==> config.mk <==
export PLATFORM = sky130hd
export DESIGN_NAME = crc8_frame_check
export DESIGN_NICKNAME = d
export VERILOG_FILES = /design/src/rtl/crc8_frame_pkg.sv /design/src/rtl/crc8_ctrl.sv /design/src/rtl/crc8_datapath.sv /design/src/rtl/crc8_frame_check.sv
export SDC_FILE = /design/constraint.sdc
export NUM_CORES = 1
export LEC_CHECK = 0
export BUFFER_PORTS_ARGS = -buffer_cell sky130_fd_sc_hd__buf_2
export CAP_MARGIN = 20
export CORE_ASPECT_RATIO = 0.75
export CORE_MARGIN = 4
export CORE_UTILIZATION = 28
export DETAILED_ROUTE_END_ITERATION = 6
export GPL_TIMING_DRIVEN = 0
export SKIP_CTS_REPAIR_TIMING = 1
export SLEW_MARGIN = 20
export SYNTH_ARGS = -nofsm -noshare
export SYNTH_HDL_FRONTEND = slang
export SYNTH_SLANG_ARGS = --single-unit
==> constraint.sdc <==
create_clock -name clk -period 1.5 [get_ports clk]
set_input_delay 0.15 -clock clk [delete_from_list [all_inputs] [get_ports clk]]
set_output_delay 0.15 -clock clk [all_outputs]
set_load 0.005 [all_outputs]
==> src/rtl/crc8_frame_pkg.sv <==
package crc8_frame_pkg;
  localparam int unsigned DEF_DATA_BITS = 24;
  localparam int unsigned DEF_CRC_W     = 8;

  // Strobes from the sequencing logic to the checksum register
  typedef struct packed {
    logic presetSeed; // start the register from the preset value
    logic shiftEn;    // absorb serBit this cycle
    logic parLoad;    // load the single-cycle result
  } crcCtrl_t;
endpackage

==> src/rtl/crc8_ctrl.sv <==
module crc8_ctrl
  import crc8_frame_pkg::*;
#(
  parameter int unsigned DATA_BITS = DEF_DATA_BITS
) (
  input  logic     clk,
  input  logic     rstN,
  input  logic     parValid,
  input  logic     serStart,
  input  logic     serBitValid,
  output crcCtrl_t ctrl,
  output logic     done
);
  localparam int unsigned CNT_W = $clog2(DATA_BITS + 1);
  localparam logic [CNT_W-1:0] FULL_CNT = CNT_W'(DATA_BITS);
  localparam logic [CNT_W-1:0] ONE_CNT  = CNT_W'(1);

  logic [CNT_W-1:0] bitCount;
  logic             frameOpen;

  assign frameOpen = serStart || (bitCount < FULL_CNT);

  always_comb begin
    ctrl.parLoad    = parValid;
    ctrl.presetSeed = serStart && !parValid;
    ctrl.shiftEn    = serBitValid && frameOpen && !parValid;
  end

  always_ff @(posedge clk or negedge rstN) begin
    if (!rstN) begin
      bitCount <= '0;
    end else if (ctrl.parLoad) begin
      bitCount <= FULL_CNT;
    end else if (ctrl.presetSeed) begin
      bitCount <= ctrl.shiftEn ? ONE_CNT : '0;
    end else if (ctrl.shiftEn) begin
      bitCount <= bitCount + ONE_CNT;
    end
  end

  assign done = (bitCount == FULL_CNT);
endmodule

==> src/rtl/crc8_datapath.sv <==
module crc8_datapath
  import crc8_frame_pkg::*;
#(
  parameter int unsigned      DATA_BITS = DEF_DATA_BITS,
  parameter int unsigned      CRC_W     = DEF_CRC_W,
  parameter logic [CRC_W-1:0] POLY      = 8'h1D,
  parameter logic [CRC_W-1:0] SEED      = 8'hFF,
  parameter logic [CRC_W-1:0] XOR_OUT   = 8'hFF
) (
  input  logic                 clk,
  input  logic                 rstN,
  input  crcCtrl_t             ctrl,
  input  logic [DATA_BITS-1:0] parWord,
  input  logic                 serBit,
  input  logic [CRC_W-1:0]     refByte,
  input  logic                 done,
  output logic [CRC_W-1:0]     crcOut,
  output logic                 match
);
  logic [CRC_W-1:0] crcReg;
  logic [CRC_W-1:0] parResult;
  logic [CRC_W-1:0] serBase;
  logic [CRC_W-1:0] serResult;

  function automatic logic [CRC_W-1:0] stepBit(input logic [CRC_W-1:0] st,
                                                input logic inBit);
    logic fb;
    fb = st[CRC_W-1] ^ inBit;
    return {st[CRC_W-2:0], 1'b0} ^ (fb ? POLY : '0);
  endfunction

  // Unrolled chain of single-bit steps, most significant payload bit first
  always_comb begin
    parResult = SEED;
    for (int i = DATA_BITS - 1; i >= 0; i--) begin
      parResult = stepBit(parResult, parWord[i]);
    end
  end

  assign serBase   = ctrl.presetSeed ? SEED : crcReg;
  assign serResult = stepBit(serBase, serBit);

  always_ff @(posedge clk or negedge rstN) begin
    if (!rstN) begin
      crcReg <= SEED;
    end else if (ctrl.parLoad) begin
      crcReg <= parResult;
    end else if (ctrl.shiftEn) begin
      crcReg <= serResult;
    end else if (ctrl.presetSeed) begin
      crcReg <= SEED;
    end
  end

  assign crcOut = crcReg ^ XOR_OUT;
  assign match  = done && (crcOut == refByte);
endmodule

==> src/rtl/crc8_frame_check.sv <==
module crc8_frame_check
  import crc8_frame_pkg::*;
#(
  parameter int unsigned      DATA_BITS = DEF_DATA_BITS,
  parameter int unsigned      CRC_W     = DEF_CRC_W,
  parameter logic [CRC_W-1:0] POLY      = 8'h1D,
  parameter logic [CRC_W-1:0] SEED      = 8'hFF,
  parameter logic [CRC_W-1:0] XOR_OUT   = 8'hFF
) (
  input  logic                 clk,
  input  logic                 rstN,
  input  logic                 parValid,
  input  logic [DATA_BITS-1:0] parWord,
  input  logic                 serStart,
  input  logic                 serBitValid,
  input  logic                 serBit,
  input  logic [CRC_W-1:0]     refByte,
  output logic [CRC_W-1:0]     crcOut,
  output logic                 done,
  output logic                 match
);
  crcCtrl_t ctrlBus;

  crc8_ctrl #(.DATA_BITS(DATA_BITS)) u_ctrl (
    .clk        (clk),
    .rstN       (rstN),
    .parValid   (parValid),
    .serStart   (serStart),
    .serBitValid(serBitValid),
    .ctrl       (ctrlBus),
    .done       (done)
  );

  crc8_datapath #(
    .DATA_BITS(DATA_BITS),
    .CRC_W    (CRC_W),
    .POLY     (POLY),
    .SEED     (SEED),
    .XOR_OUT  (XOR_OUT)
  ) u_dp (
    .clk    (clk),
    .rstN   (rstN),
    .ctrl   (ctrlBus),
    .parWord(parWord),
    .serBit (serBit),
    .refByte(refByte),
    .done   (done),
    .crcOut (crcOut),
    .match  (match)
  );
endmodule

==> summary.txt, run 1 <==
=====================================================================================
Die width                                                                    93.26 um
Area growth, synth to finish                                                   45.57%
Via count of the first global-routing pass                                       1207
Reg-to-reg slack, setup                                                      -0.04 ns
TritonCTS buffer count                                                              3
Number of buffer cells added on primary ports                                      45
Final setup violating endpoints                                                     8
Fraction of layout instances using a drive strength above 1                    0.4706
Share of synthesized area spent on multiplexers                               0.03279
Time the worst path needs with I/O delays and setup                          1.842 ns
Total grt overflow                                                                  0
Initial Utilization                                                            0.2998
Hold Vio Cnt, Final                                                                 0
Fraction of the mapped netlist area in simple logic gates                     0.07459
First-pass GRT wire length                                                   5.727 mm
Sort of element at the start of the critical path                           input pin
Commonest non-fill, non-tap cells in the layout                          sky130_fd_sc_hd__buf_2 (39), sky130_fd_sc_hd__xnor2_1 (19), sky130_fd_sc_hd__xor2_1 (14), sky130_fd_sc_hd__inv_1 (11), sky130_fd_sc_hd__xnor2_2 (10)
Number of clock sinks                                                              13
Static leakage                                                               1.071 nW
Critical path data required time                                              1.67 ns
Most frequent standard cell in the layout excluding fill and tap cells   sky130_fd_sc_hd__buf_2
Most prevalent standard cell on the critical path                        sky130_fd_sc_hd__xnor3_1
Achievable Freq                                                            0.5428 GHz
# rows                                                                             22
Clock tree from TritonCTS                                                         yes
Total number of H-tree levels                                                       1
Router iterations before antenna repair                                             4
Adder and majority gate portion of the synthesized area                       0.01639
Combinational family with the most area after synthesis                  XOR/XNOR gates
Power per Cell Area                                                      1447 nW/um^2
Least-Margin Pin Slew                                                       0.4241 ns
RSZ-0062 raised after global routing                                             true
Hold/Removal Path Class                                                  input pin to flop
Diode count                                                                         0
Total Die Area                                                              6709 um^2
Final clock skew                                                          0.002762 ns
Top-level port count                                                               48
Synthesized-area fraction occupied by ao, oa, aoi and oai cells               0.09836
Xor/xnor share of the synthesized area                                         0.5139
Worst setup path class                                                   input pin to flop
Syn Std Cell Area                                                           1526 um^2
Worst VDD drop                                                              0.5788 mV
Crit-path max FO                                                                    3
Proportion of netlist area held by the largest area contributor                0.1664
Clock transition at path regs                                                 0.06 ns
Post-DR wirelength/cell                                                      13.38 um
Master cell of the clock root buffer                                     sky130_fd_sc_hd__clkbuf_8
Worst path setup slack after routing                                       -0.3423 ns
Post-synthesis register bit count                                                  13
Antenna violations before repair                                                    0
Remaining antenna violation count after routing                                     0
DP Worst Slack                                                             -0.6770 ns
Final estimated routing congestion in global placement                         0.7935
Die height                                                                   71.95 um
Finished layout cell area                                                   2222 um^2
Post-DP Area                                                                1888 um^2
Insertion delay to the later sink of the worst-skew pair                      0.25 ns
Biggest cell delay along the critical path                                    0.45 ns
Net total in the final layout                                                     245
CP Data Arrival Time                                                          2.01 ns
Routed wire length                                                           3.693 mm
Total global-route track usage                                                 0.1057
Crit-path cells                                                          buf_8, xnor2_4, xnor3_1, xnor3_2, xnor2_2, xnor3_1, mux2i_1
Depth of the worst register-to-register path                                        6
Number of cells on the worst hold path                                              3
Setup total negative slack                                                  -1.551 ns
Placed wire-length estimate after detailed placement                         2.984 mm
Unique cell type count in the Yosys netlist                                        34
Critical Path End Type                                                           flop
Post-route worst hold slack                                                 0.2083 ns
Maximum number of pins on one net before global-route repair                       14
Failing checks                                                           setup timing
Clk buf depth                                                                       2
Count of pins over their slew limit                                                 0
Total Power Consumption                                                      3.216 mW
Detailed router's first-iteration violation count                                  26
Count of unresolved DRC violations after routing                                    0
Crit path max-delay cell type                                            sky130_fd_sc_hd__xnor3_1
Post-synthesis instance total                                                     145
Detail-routed via count per cell                                                4.438
Maximum capacitance violations                                                      0
Relative max-transition margin                                                 0.7173
Ranking of synthesized cells by area                                     sky130_fd_sc_hd__xnor2_1 (17%), sky130_fd_sc_hd__xnor3_1 (16%), sky130_fd_sc_hd__dfstp_2 (14%), sky130_fd_sc_hd__xor2_1 (10%), sky130_fd_sc_hd__dfrtp_1 (8.2%)
Result of the run                                                        complete, but fails checks
Register area share after synthesis                                            0.2197
Via count                                                                        1225
Total nets after synthesis                                                        185
Final worst path period share                                                   1.228
Synthesized area divided by synthesized cell count                         10.53 um^2
Standard cell core area                                                     5092 um^2
Leading area contributor after synthesis                                 sky130_fd_sc_hd__xnor2_1
Number of warnings reported in the yosys synthesis log                              0
=====================================================================================
[report_power, final]
group | switching [mW] | total (mW) | internal (mW)
Sequential | 0.139 | 0.685 | 0.546
Combinational | 0.896 | 2.21 | 1.31
Clock | 0.133 | 0.321 | 0.188
Total | 1.17 | 3.22 | 2.05
[final timing paths]
kind	from	to
worst max-delay path	parWord[21]	u_dp.crcReg[4]
worst min-delay path	parWord[6]	u_dp.crcReg[0]
worst max register to register	u_ctrl.bitCount[3]	u_dp.crcReg[4]
worst min register to register	u_dp.crcReg[6]	u_dp.crcReg[7]
max in group asynchronous	rstN	u_dp.crcReg[5]
min in group asynchronous	rstN	u_ctrl.bitCount[3]
[synth_stat cells]
| master | n |
|---|---|
| sky130_fd_sc_hd__a21oi_1 | 1 |
| sky130_fd_sc_hd__a2bb2oi_1 | 5 |
| sky130_fd_sc_hd__a32oi_1 | 2 |
| sky130_fd_sc_hd__a41oi_1 | 1 |
| sky130_fd_sc_hd__buf_6 | 1 |
| sky130_fd_sc_hd__clkbuf_1 | 4 |
| sky130_fd_sc_hd__dfrtp_1 | 5 |
| sky130_fd_sc_hd__dfstp_2 | 8 |
| sky130_fd_sc_hd__ha_1 | 2 |
| sky130_fd_sc_hd__inv_1 | 11 |
| sky130_fd_sc_hd__mux2i_1 | 5 |
| sky130_fd_sc_hd__nand2_1 | 6 |
| sky130_fd_sc_hd__nand2b_1 | 1 |
| sky130_fd_sc_hd__nand3_1 | 1 |
| sky130_fd_sc_hd__nand4_1 | 2 |
| sky130_fd_sc_hd__nor2_1 | 7 |
| sky130_fd_sc_hd__nor2b_1 | 1 |
| sky130_fd_sc_hd__nor3_1 | 3 |
| sky130_fd_sc_hd__nor3b_1 | 1 |
| sky130_fd_sc_hd__nor4_1 | 1 |
| sky130_fd_sc_hd__o21a_1 | 2 |
| sky130_fd_sc_hd__o21ai_0 | 5 |
| sky130_fd_sc_hd__o21ai_1 | 1 |
| sky130_fd_sc_hd__o221ai_1 | 1 |
| sky130_fd_sc_hd__o22ai_1 | 2 |
| sky130_fd_sc_hd__o311ai_0 | 1 |
| sky130_fd_sc_hd__or3_1 | 1 |
| sky130_fd_sc_hd__xnor2_1 | 29 |
| sky130_fd_sc_hd__xnor2_2 | 2 |
| sky130_fd_sc_hd__xnor3_1 | 11 |
| sky130_fd_sc_hd__xnor3_4 | 1 |
| sky130_fd_sc_hd__xor2_1 | 18 |
| sky130_fd_sc_hd__xor2_2 | 1 |
| sky130_fd_sc_hd__xor3_2 | 2 |
[kinds of logic after synthesis]
group                    after synthesis
AND/OR/NAND/NOR                       24
adder cells (fa/ha/maj)                2
XOR/XNOR                              64
AO/OA/AOI/OAI                         21
multiplexers                           5
flip-flops                            13
buffers and inverters                 16
[layer usage]
metal | track usage | part of all wire | up-vias
met5 | 0 | 0 | -
met4 | 0.01951 | 0.0062 | 0
met3 | 0.01554 | 0.034 | 2
met2 | 0.1712 | 0.47 | 22
met1 | 0.1514 | 0.49 | 587
li1 | - | - | 614
[worst max-delay path: cells and delay by family]
family,cells,cell delay [ns]
buffers and inverters,1,0.10
xor gates and xnor gates,5,1.60
muxes,1,0.15
[state kept, by name (all words and copies together) (netlist names)]
signal	flops
u_dp.crcReg	8
u_ctrl.bitCount	5
[metrics by stage]
stage / util / cells
global placement: 0.3708 / 262
floorplan: - / 145
CTS: 0.3796 / 266
detailed placement: 0.3708 / 262
global route: 0.4364 / 276
finish: 0.4364 / 276
[layout make-up]
class                      instances  area [um^2]
buffer                             4        31.28
clock buffer                       4        45.04
fill                             489         2870
inverter                          11        41.29
multi-input combinational        116         1324
sequential                        13        335.3
tap                               72        90.09
timing repair buffer              56        355.3
(Power assumes the default switching activity.)
==> run 2: changes to the inputs <==
- SYNTH_HIERARCHICAL: not set -> 1
- clock period: 1.5 -> 1.9 ns (I/O delays scaled with it)
==> summary.txt, run 2 <==
=====================================================================================
Unique cell type count in the Yosys netlist                                        46   was 34
Final setup violating endpoints                                                     0   was 8
Area growth, synth to finish                                                   35.87%   was 45.57%
Total global-route track usage                                                 0.1017   was 0.1057
Relative max-transition margin                                                 0.6920   was 0.7173
Xor/xnor share of the synthesized area                                         0.5333   was 0.5139
Fraction of the mapped netlist area in simple logic gates                     0.07971   was 0.07459
Post-DR wirelength/cell                                                      13.79 um   was 13.38 um
Synthesized-area fraction occupied by ao, oa, aoi and oai cells                0.1022   was 0.09836
TritonCTS buffer count                                                              3   unchanged
Via count of the first global-routing pass                                       1313   was 1207
Most frequent standard cell in the layout excluding fill and tap cells   sky130_fd_sc_hd__buf_2   unchanged
Placed wire-length estimate after detailed placement                         3.268 mm   was 2.984 mm
Top-level port count                                                               48   unchanged
Post-route worst hold slack                                                 0.2094 ns   was 0.2083 ns
Power per Cell Area                                                      1125 nW/um^2   was 1447 nW/um^2
Total grt overflow                                                                  0   unchanged
Post-synthesis instance total                                                     164   was 145
Ys flop type                                                             sky130_fd_sc_hd__dfstp_2   unchanged
Routed wire length                                                           4.136 mm   was 3.693 mm
Detailed router's first-iteration violation count                                  51   was 26
Adder and majority gate portion of the synthesized area                       0.01449   was 0.01639
Commonest non-fill, non-tap cells in the layout                          sky130_fd_sc_hd__buf_2 (42), sky130_fd_sc_hd__xnor2_1 (31), sky130_fd_sc_hd__inv_1 (13), sky130_fd_sc_hd__xor2_1 (10)   was sky130_fd_sc_hd__buf_2 (39), sky130_fd_sc_hd__xnor2_1 (19), sky130_fd_sc_hd__xor2_1 (14), sky130_fd_sc_hd__inv_1 (11), sky130_fd_sc_hd__xnor2_2 (10)
Maximum number of pins on one net before global-route repair                       14   unchanged
Net total in the final layout                                                     263   was 245
Cell family contributing the most delay on the critical path             simple AND/OR/NAND/NOR gates   was XOR/XNOR gates
Syn Std Cell Area                                                           1727 um^2   was 1526 um^2
Largest register by flop count                                            u_dp/crcReg   was u_dp.crcReg
# rows                                                                             24   was 22
Maximum capacitance violations                                                      0   unchanged
Die width                                                                    98.68 um   was 93.26 um
Worst path setup slack after routing                                       0.02121 ns   was -0.3423 ns
Setup total negative slack                                                       0 ns   was -1.551 ns
Most frequent cell after synthesis                                       sky130_fd_sc_hd__xnor2_1   unchanged
Ranking of synthesized cells by area                                     sky130_fd_sc_hd__xnor2_1 (20%), sky130_fd_sc_hd__xnor3_1 (18%), sky130_fd_sc_hd__dfstp_2 (12%), sky130_fd_sc_hd__dfrtp_1 (7.2%), sky130_fd_sc_hd__xor2_1 (5.6%)   was sky130_fd_sc_hd__xnor2_1 (17%), sky130_fd_sc_hd__xnor3_1 (16%), sky130_fd_sc_hd__dfstp_2 (14%), sky130_fd_sc_hd__xor2_1 (10%), sky130_fd_sc_hd__dfrtp_1 (8.2%)
Max FFs per register                                                                8   unchanged
Critical Path End Type                                                    output port   was flop
Detail-routed via count per cell                                                4.450   was 4.438
Final estimated routing congestion in global placement                         0.7653   was 0.7935
Least-Margin Pin Slew                                                       0.4620 ns   was 0.4241 ns
Clock transition at path regs                                                 0.06 ns   about the same
Total nets after synthesis                                                        204   was 185
Result of the run                                                        complete, no violations   was complete, but fails checks
Hold/Removal Path Class                                                  input pin to flop   unchanged
Final worst path period share                                                  0.9888
Fill cell total of the finished layout                                            603   was 489
Time the worst path needs with I/O delays and setup                          1.879 ns
Clock tree from TritonCTS                                                         yes   unchanged
CP Data Arrival Time                                                          1.69 ns   was 2.01 ns
Number of warnings reported in the yosys synthesis log                              6   was 0
Hold Vio Cnt, Final                                                                 0   unchanged
Router iterations before antenna repair                                             4   unchanged
Register area share after synthesis                                            0.1942   was 0.2197
Static leakage                                                               1.117 nW   was 1.071 nW
Total number of H-tree levels                                                       1   unchanged
Synthesized area divided by synthesized cell count                         10.53 um^2   about the same
Multi-input gate area                                                       1418 um^2   was 1324 um^2
Diode count                                                                         0   unchanged
Storage element area                                                       335.3 um^2   unchanged
Die height                                                                   76.01 um   was 71.95 um
Clk buf depth                                                                       2   unchanged
Crit path max-delay cell type                                            sky130_fd_sc_hd__dfstp_2   was sky130_fd_sc_hd__xnor3_1
Count of pins over their slew limit                                                 0   unchanged
First-pass GRT wire length                                                   6.272 mm   was 5.727 mm
Combinational family with the most area after synthesis                  XOR/XNOR gates   unchanged
Number of clock sinks                                                              13   unchanged
Initial Utilization                                                            0.2934   was 0.2998
Biggest cell delay along the critical path                                    0.57 ns   was 0.45 ns
Total Power Consumption                                                      2.640 mW   was 3.216 mW
Fraction of layout instances using a drive strength above 1                    0.4234   was 0.4706
Count of unresolved DRC violations after routing                                    0   unchanged
Sort of element at the start of the critical path                                flop   was input pin
RSZ-0062 raised after global routing                                             true   unchanged
Total Die Area                                                              7500 um^2   was 6709 um^2
Number of buffer cells added on primary ports                                      45   unchanged
Proportion of netlist area held by the largest area contributor                0.2029   was 0.1664
Crit-path cells                                                          xnor2_1, nor4_1, nand3_1, nor4_2, buf_2   was buf_8, xnor2_4, xnor3_1, xnor3_2, xnor2_2, xnor3_1, mux2i_1
Number of enable flip-flop cells after synthesis                                    0   unchanged
Share of synthesized area spent on multiplexers                               0.02319   was 0.03279
Remaining antenna violation count after routing                                     0   unchanged
DP Worst Slack                                                             -0.2681 ns   was -0.6770 ns
Fraction of synthesis flops using an asynchronous set or reset pin              1.000   unchanged
Buffers and inverters on the worst path                                             1   unchanged
Insertion delay to the later sink of the worst-skew pair                      0.24 ns   was 0.25 ns
Crit-path max FO                                                                    4   was 3
Worst setup path class                                                   flop to output port   was input pin to flop
Post-synthesis register bit count                                                  13   unchanged
Top cells by count, synth                                                sky130_fd_sc_hd__xnor2_1 (40), sky130_fd_sc_hd__xnor3_1 (14), sky130_fd_sc_hd__inv_1 (13)   was sky130_fd_sc_hd__xnor2_1 (29), sky130_fd_sc_hd__xor2_1 (18), sky130_fd_sc_hd__inv_1 (11), sky130_fd_sc_hd__xnor3_1 (11), sky130_fd_sc_hd__dfstp_2 (8)
Via count                                                                        1335   was 1225
Antenna violations before repair                                                    0   unchanged
Worst VDD drop                                                              0.3483 mV   was 0.5788 mV
Standard cell core area                                                     5886 um^2   was 5092 um^2
Master cell of the clock root buffer                                     sky130_fd_sc_hd__clkbuf_8   unchanged
Achievable Freq                                                            0.5323 GHz
Final clock skew                                                          0.005850 ns   was 0.002762 ns
Critical path data required time                                              1.71 ns   was 1.67 ns
Largest registers ranked by flip-flop count                              u_dp/crcReg (8), u_ctrl/bitCount (5)   was u_dp.crcReg (8), u_ctrl.bitCount (5)
Leading area contributor after synthesis                                 sky130_fd_sc_hd__xnor2_1   unchanged
=====================================================================================
## run 2: final timing paths
path	endpoint	depth (start not counted)	slack [ns]	startpoint
worst max register to register	u_dp/crcReg[4]	8	0.09	u_ctrl/bitCount[3]
worst min register to register	u_dp/crcReg[5]	2	0.60	u_dp/crcReg[5]
worst min-delay path	u_ctrl/bitCount[0]	2	0.21	parValid
worst max-delay path	match	5	0.02	u_dp/crcReg[2]
min in group asynchronous	u_ctrl/bitCount[0]	2	0.37	rstN
max in group asynchronous	u_dp/crcReg[6]	2	1.24	rstN
## run 2: routing by layer
layer  vias to the layer above  GRT usage  share of wire
li1                        669          -              -
met2                        23     0.1586           0.47
met1                       639     0.1458           0.48
met3                         4    0.01738          0.035
met4                         0    0.02592         0.0092
met5                         -          0              0
## run 2: area by class of cell
| class | instances | share of cell area |
|---|---|---|
| multi-input cells | 130 | 0.6043 |
| repair buffers | 54 | 0.1445 |
| flip-flops and latches | 13 | 0.1429 |
| well taps | 78 | 0.04160 |
| plain buffers | 7 | 0.02507 |
| inverters | 14 | 0.02240 |
| clock buffers | 4 | 0.01920 |
## run 2: worst reg2reg max path: stages, from the launching register on
cell	delay, ns
sky130_fd_sc_hd__dfrtp_1	0.41
sky130_fd_sc_hd__and3b_1	0.20
sky130_fd_sc_hd__buf_6	0.13
sky130_fd_sc_hd__nor3_2	0.20
sky130_fd_sc_hd__clkbuf_4	0.28
sky130_fd_sc_hd__nor2_1	0.07
sky130_fd_sc_hd__a31oi_1	0.13
sky130_fd_sc_hd__nor2_1	0.06
sky130_fd_sc_hd__o31ai_1	0.24
## run 2: power breakdown
group | switching [mW] | leakage (nW) | total, mW | internal, mW
clock network | 0.0986 | 0.0228 | 0.247 | 0.148
registers | 0.117 | 0.147 | 0.558 | 0.441
logic | 0.796 | 0.947 | 1.84 | 1.04
total | 1.01 | 1.12 | 2.64 | 1.63
## run 2: cell families (layout without fill, tap and decap cells)
family	after synthesis	in the layout
buffers and inverters	21	79
AND/OR/NAND/NOR	25	25
flip-flops	13	13
adder cells (fa/ha/maj)	2	2
AO/OA/AOI/OAI	27	27
multiplexers	4	4
XOR/XNOR	72	72
## run 2: through the flow
step	utilization	std cells	cell area, um^2
floorplan	-	164	1759
global placement	0.3537	287	2082
detailed placement	0.3537	287	2082
CTS	0.3614	291	2127
global route	0.3986	300	2346
finish	0.3986	300	2346
==> run 3: changes to the inputs <==
- clock period: 1.9 -> 1.7 ns (I/O delays scaled with it)
==> summary.txt, run 3 (same netlist as run 2, synthesis figures left out) <==
=====================================================================================
Core Util, Final                                                               0.4077   was 0.3986
Maximum number of pins on one net before global-route repair                       14   unchanged
Master cell of the clock root buffer                                     sky130_fd_sc_hd__clkbuf_8   unchanged
Sort of element at the start of the critical path                           input pin   was flop
Largest register by flop count                                            u_dp/crcReg   unchanged
Worst path setup slack after routing                                      -0.09892 ns   was 0.02121 ns
Result of the run                                                        complete, but fails checks   was complete, no violations
Cell family contributing the most delay on the critical path             XOR/XNOR gates   was simple AND/OR/NAND/NOR gates
Detail-routed via count per cell                                                4.497   was 4.450
Post-DR wirelength/cell                                                      13.61 um   was 13.79 um
Static leakage                                                               1.136 nW   was 1.117 nW
Max FFs per register                                                                8   unchanged
Most frequent standard cell in the layout excluding fill and tap cells   sky130_fd_sc_hd__buf_2   unchanged
Routed wire length                                                           4.082 mm   was 4.136 mm
Top-level port count                                                               48   unchanged
Post-DP Area                                                                2128 um^2   was 2082 um^2
Most prevalent standard cell on the critical path                        sky130_fd_sc_hd__xnor3_1
Fraction of layout instances using a drive strength above 1                    0.4505   was 0.4234
Final Instance Count excl. Fillers                                                300   unchanged
Failing checks                                                           setup timing
CP Data Arrival Time                                                          1.96 ns   was 1.69 ns
Detailed router's first-iteration violation count                                 100   was 51
DP Worst Slack                                                             -0.4070 ns   was -0.2681 ns
Total Power Consumption                                                      3.196 mW   was 2.640 mW
Buffers and inverters on the worst path                                             1   unchanged
Time the worst path needs with I/O delays and setup                          1.799 ns
Largest registers ranked by flip-flop count                              u_dp/crcReg (8), u_ctrl/bitCount (5)   unchanged
Via count                                                                        1349   was 1335
# rows                                                                             24   unchanged
Final clock skew                                                         0.0008832 ns   was 0.005850 ns
Commonest non-fill, non-tap cells in the layout                          sky130_fd_sc_hd__buf_2 (40), sky130_fd_sc_hd__xnor2_1 (29), sky130_fd_sc_hd__inv_1 (13), sky130_fd_sc_hd__xnor2_2 (10)   was sky130_fd_sc_hd__buf_2 (42), sky130_fd_sc_hd__xnor2_1 (31), sky130_fd_sc_hd__inv_1 (13), sky130_fd_sc_hd__xor2_1 (10)
Die height                                                                   76.01 um   unchanged
Crit-path max FO                                                                    4   unchanged
Area growth, synth to finish                                                   38.99%   was 35.87%
Total number of H-tree levels                                                       1   unchanged
Final setup violating endpoints                                                     5   was 0
Hold/Removal Path Class                                                  input pin to flop   unchanged
TritonCTS buffer count                                                              3   unchanged
Router iterations before antenna repair                                             4   unchanged
Count of pins over their slew limit                                                 0   unchanged
Net total in the final layout                                                     263   unchanged
Total global-route track usage                                                 0.1024   was 0.1017
Clock tree from TritonCTS                                                         yes   unchanged
Setup total negative slack                                                 -0.2600 ns   was 0 ns
Critical Path End Type                                                           flop   was output port
Hold Vio Cnt, Final                                                                 0   unchanged
Crit-path cells                                                          buf_2, xnor2_2, xor3_2, xnor3_1, xnor3_1, xor2_1, a22oi_1   was xnor2_1, nor4_1, nand3_1, nor4_2, buf_2
Maximum capacitance violations                                                      0   unchanged
Final worst path period share                                                   1.058
Clock transition at path regs                                                 0.05 ns   was 0.06 ns
Critical path data required time                                              1.86 ns   was 1.71 ns
Placed wire-length estimate after detailed placement                         3.295 mm   was 3.268 mm
RSZ-0062 raised after global routing                                             true   unchanged
Number of instances in the placed design                                          287   unchanged
Total Die Area                                                              7500 um^2   unchanged
Insertion delay to the later sink of the worst-skew pair                      0.24 ns   about the same
Achievable Freq                                                            0.5559 GHz
Total grt overflow                                                                  0   unchanged
Die width                                                                    98.68 um   unchanged
Post-route worst hold slack                                                 0.2045 ns   was 0.2094 ns
Diode count                                                                         0   unchanged
Initial Utilization                                                            0.2934   unchanged
Number of buffer cells added on primary ports                                      45   unchanged
Clk buf depth                                                                       2   unchanged
Number of clock sinks                                                              13   unchanged
Via count of the first global-routing pass                                       1292   was 1313
Power per Cell Area                                                      1332 nW/um^2   was 1125 nW/um^2
Worst setup path class                                                   input pin to flop   was flop to output port
Biggest cell delay along the critical path                                    0.42 ns   was 0.57 ns
Finished layout cell area                                                   2400 um^2   was 2346 um^2
Relative max-transition margin                                                 0.6987   was 0.6920
Worst VDD drop                                                              0.4975 mV   was 0.3483 mV
Least-Margin Pin Slew                                                       0.4520 ns   was 0.4620 ns
Crit path max-delay cell type                                            sky130_fd_sc_hd__xnor3_1   was sky130_fd_sc_hd__dfstp_2
Standard cell core area                                                     5886 um^2   unchanged
Remaining antenna violation count after routing                                     0   unchanged
First-pass GRT wire length                                                   6.361 mm   was 6.272 mm
Final estimated routing congestion in global placement                         0.7568   was 0.7653
Antenna violations before repair                                                    0   unchanged
Count of unresolved DRC violations after routing                                    0   unchanged
=====================================================================================
[run 3: changes by cell type in the layout (fill, tap and decap cells not counted), sizes merged]
cell    delta
buf        +1
clkbuf     -1
[run 3: where the power goes]
group / total [mW] / switching [mW] / internal (mW)
logic: 2.27 / 0.971 / 1.30
registers: 0.652 / 0.157 / 0.495
clock network: 0.274 / 0.108 / 0.165
total: 3.20 / 1.24 / 1.96
[run 3: area by class of cell]
class                           count  area, um^2
Buffer                              6       52.55
Clock buffer                        4       45.04
Tap cell                           78       97.59
Inverter                           14       52.55
Sequential cell                    13       335.3
Multi-Input combinational cell    130        1465
Timing Repair Buffer               55       351.6
Fill cell                         579        3486
[run 3: worst paths after layout]
check                                        start            endpoint  slack, ns  depth (start not counted)
worst min register to register  u_ctrl/bitCount[3]  u_ctrl/bitCount[3]       0.59                          1
worst min-delay path                      parValid  u_ctrl/bitCount[0]       0.20                          2
max in group asynchronous                     rstN      u_dp/crcReg[2]       1.08                          2
min in group asynchronous                     rstN  u_ctrl/bitCount[4]       0.34                          2
worst max-delay path                   parWord[20]      u_dp/crcReg[6]       -0.1                          7
worst max register to register  u_ctrl/bitCount[3]      u_dp/crcReg[4]      -0.01                          8
[run 3: per-layer routing]
layer  global-route usage  up-vias  routed length, um
met5                    0        -                  0
met4              0.01637        0                 20
met3              0.02013        2                154
met2               0.1559       30               1890
met1               0.1525      641               2017
li1                     -      676                  -
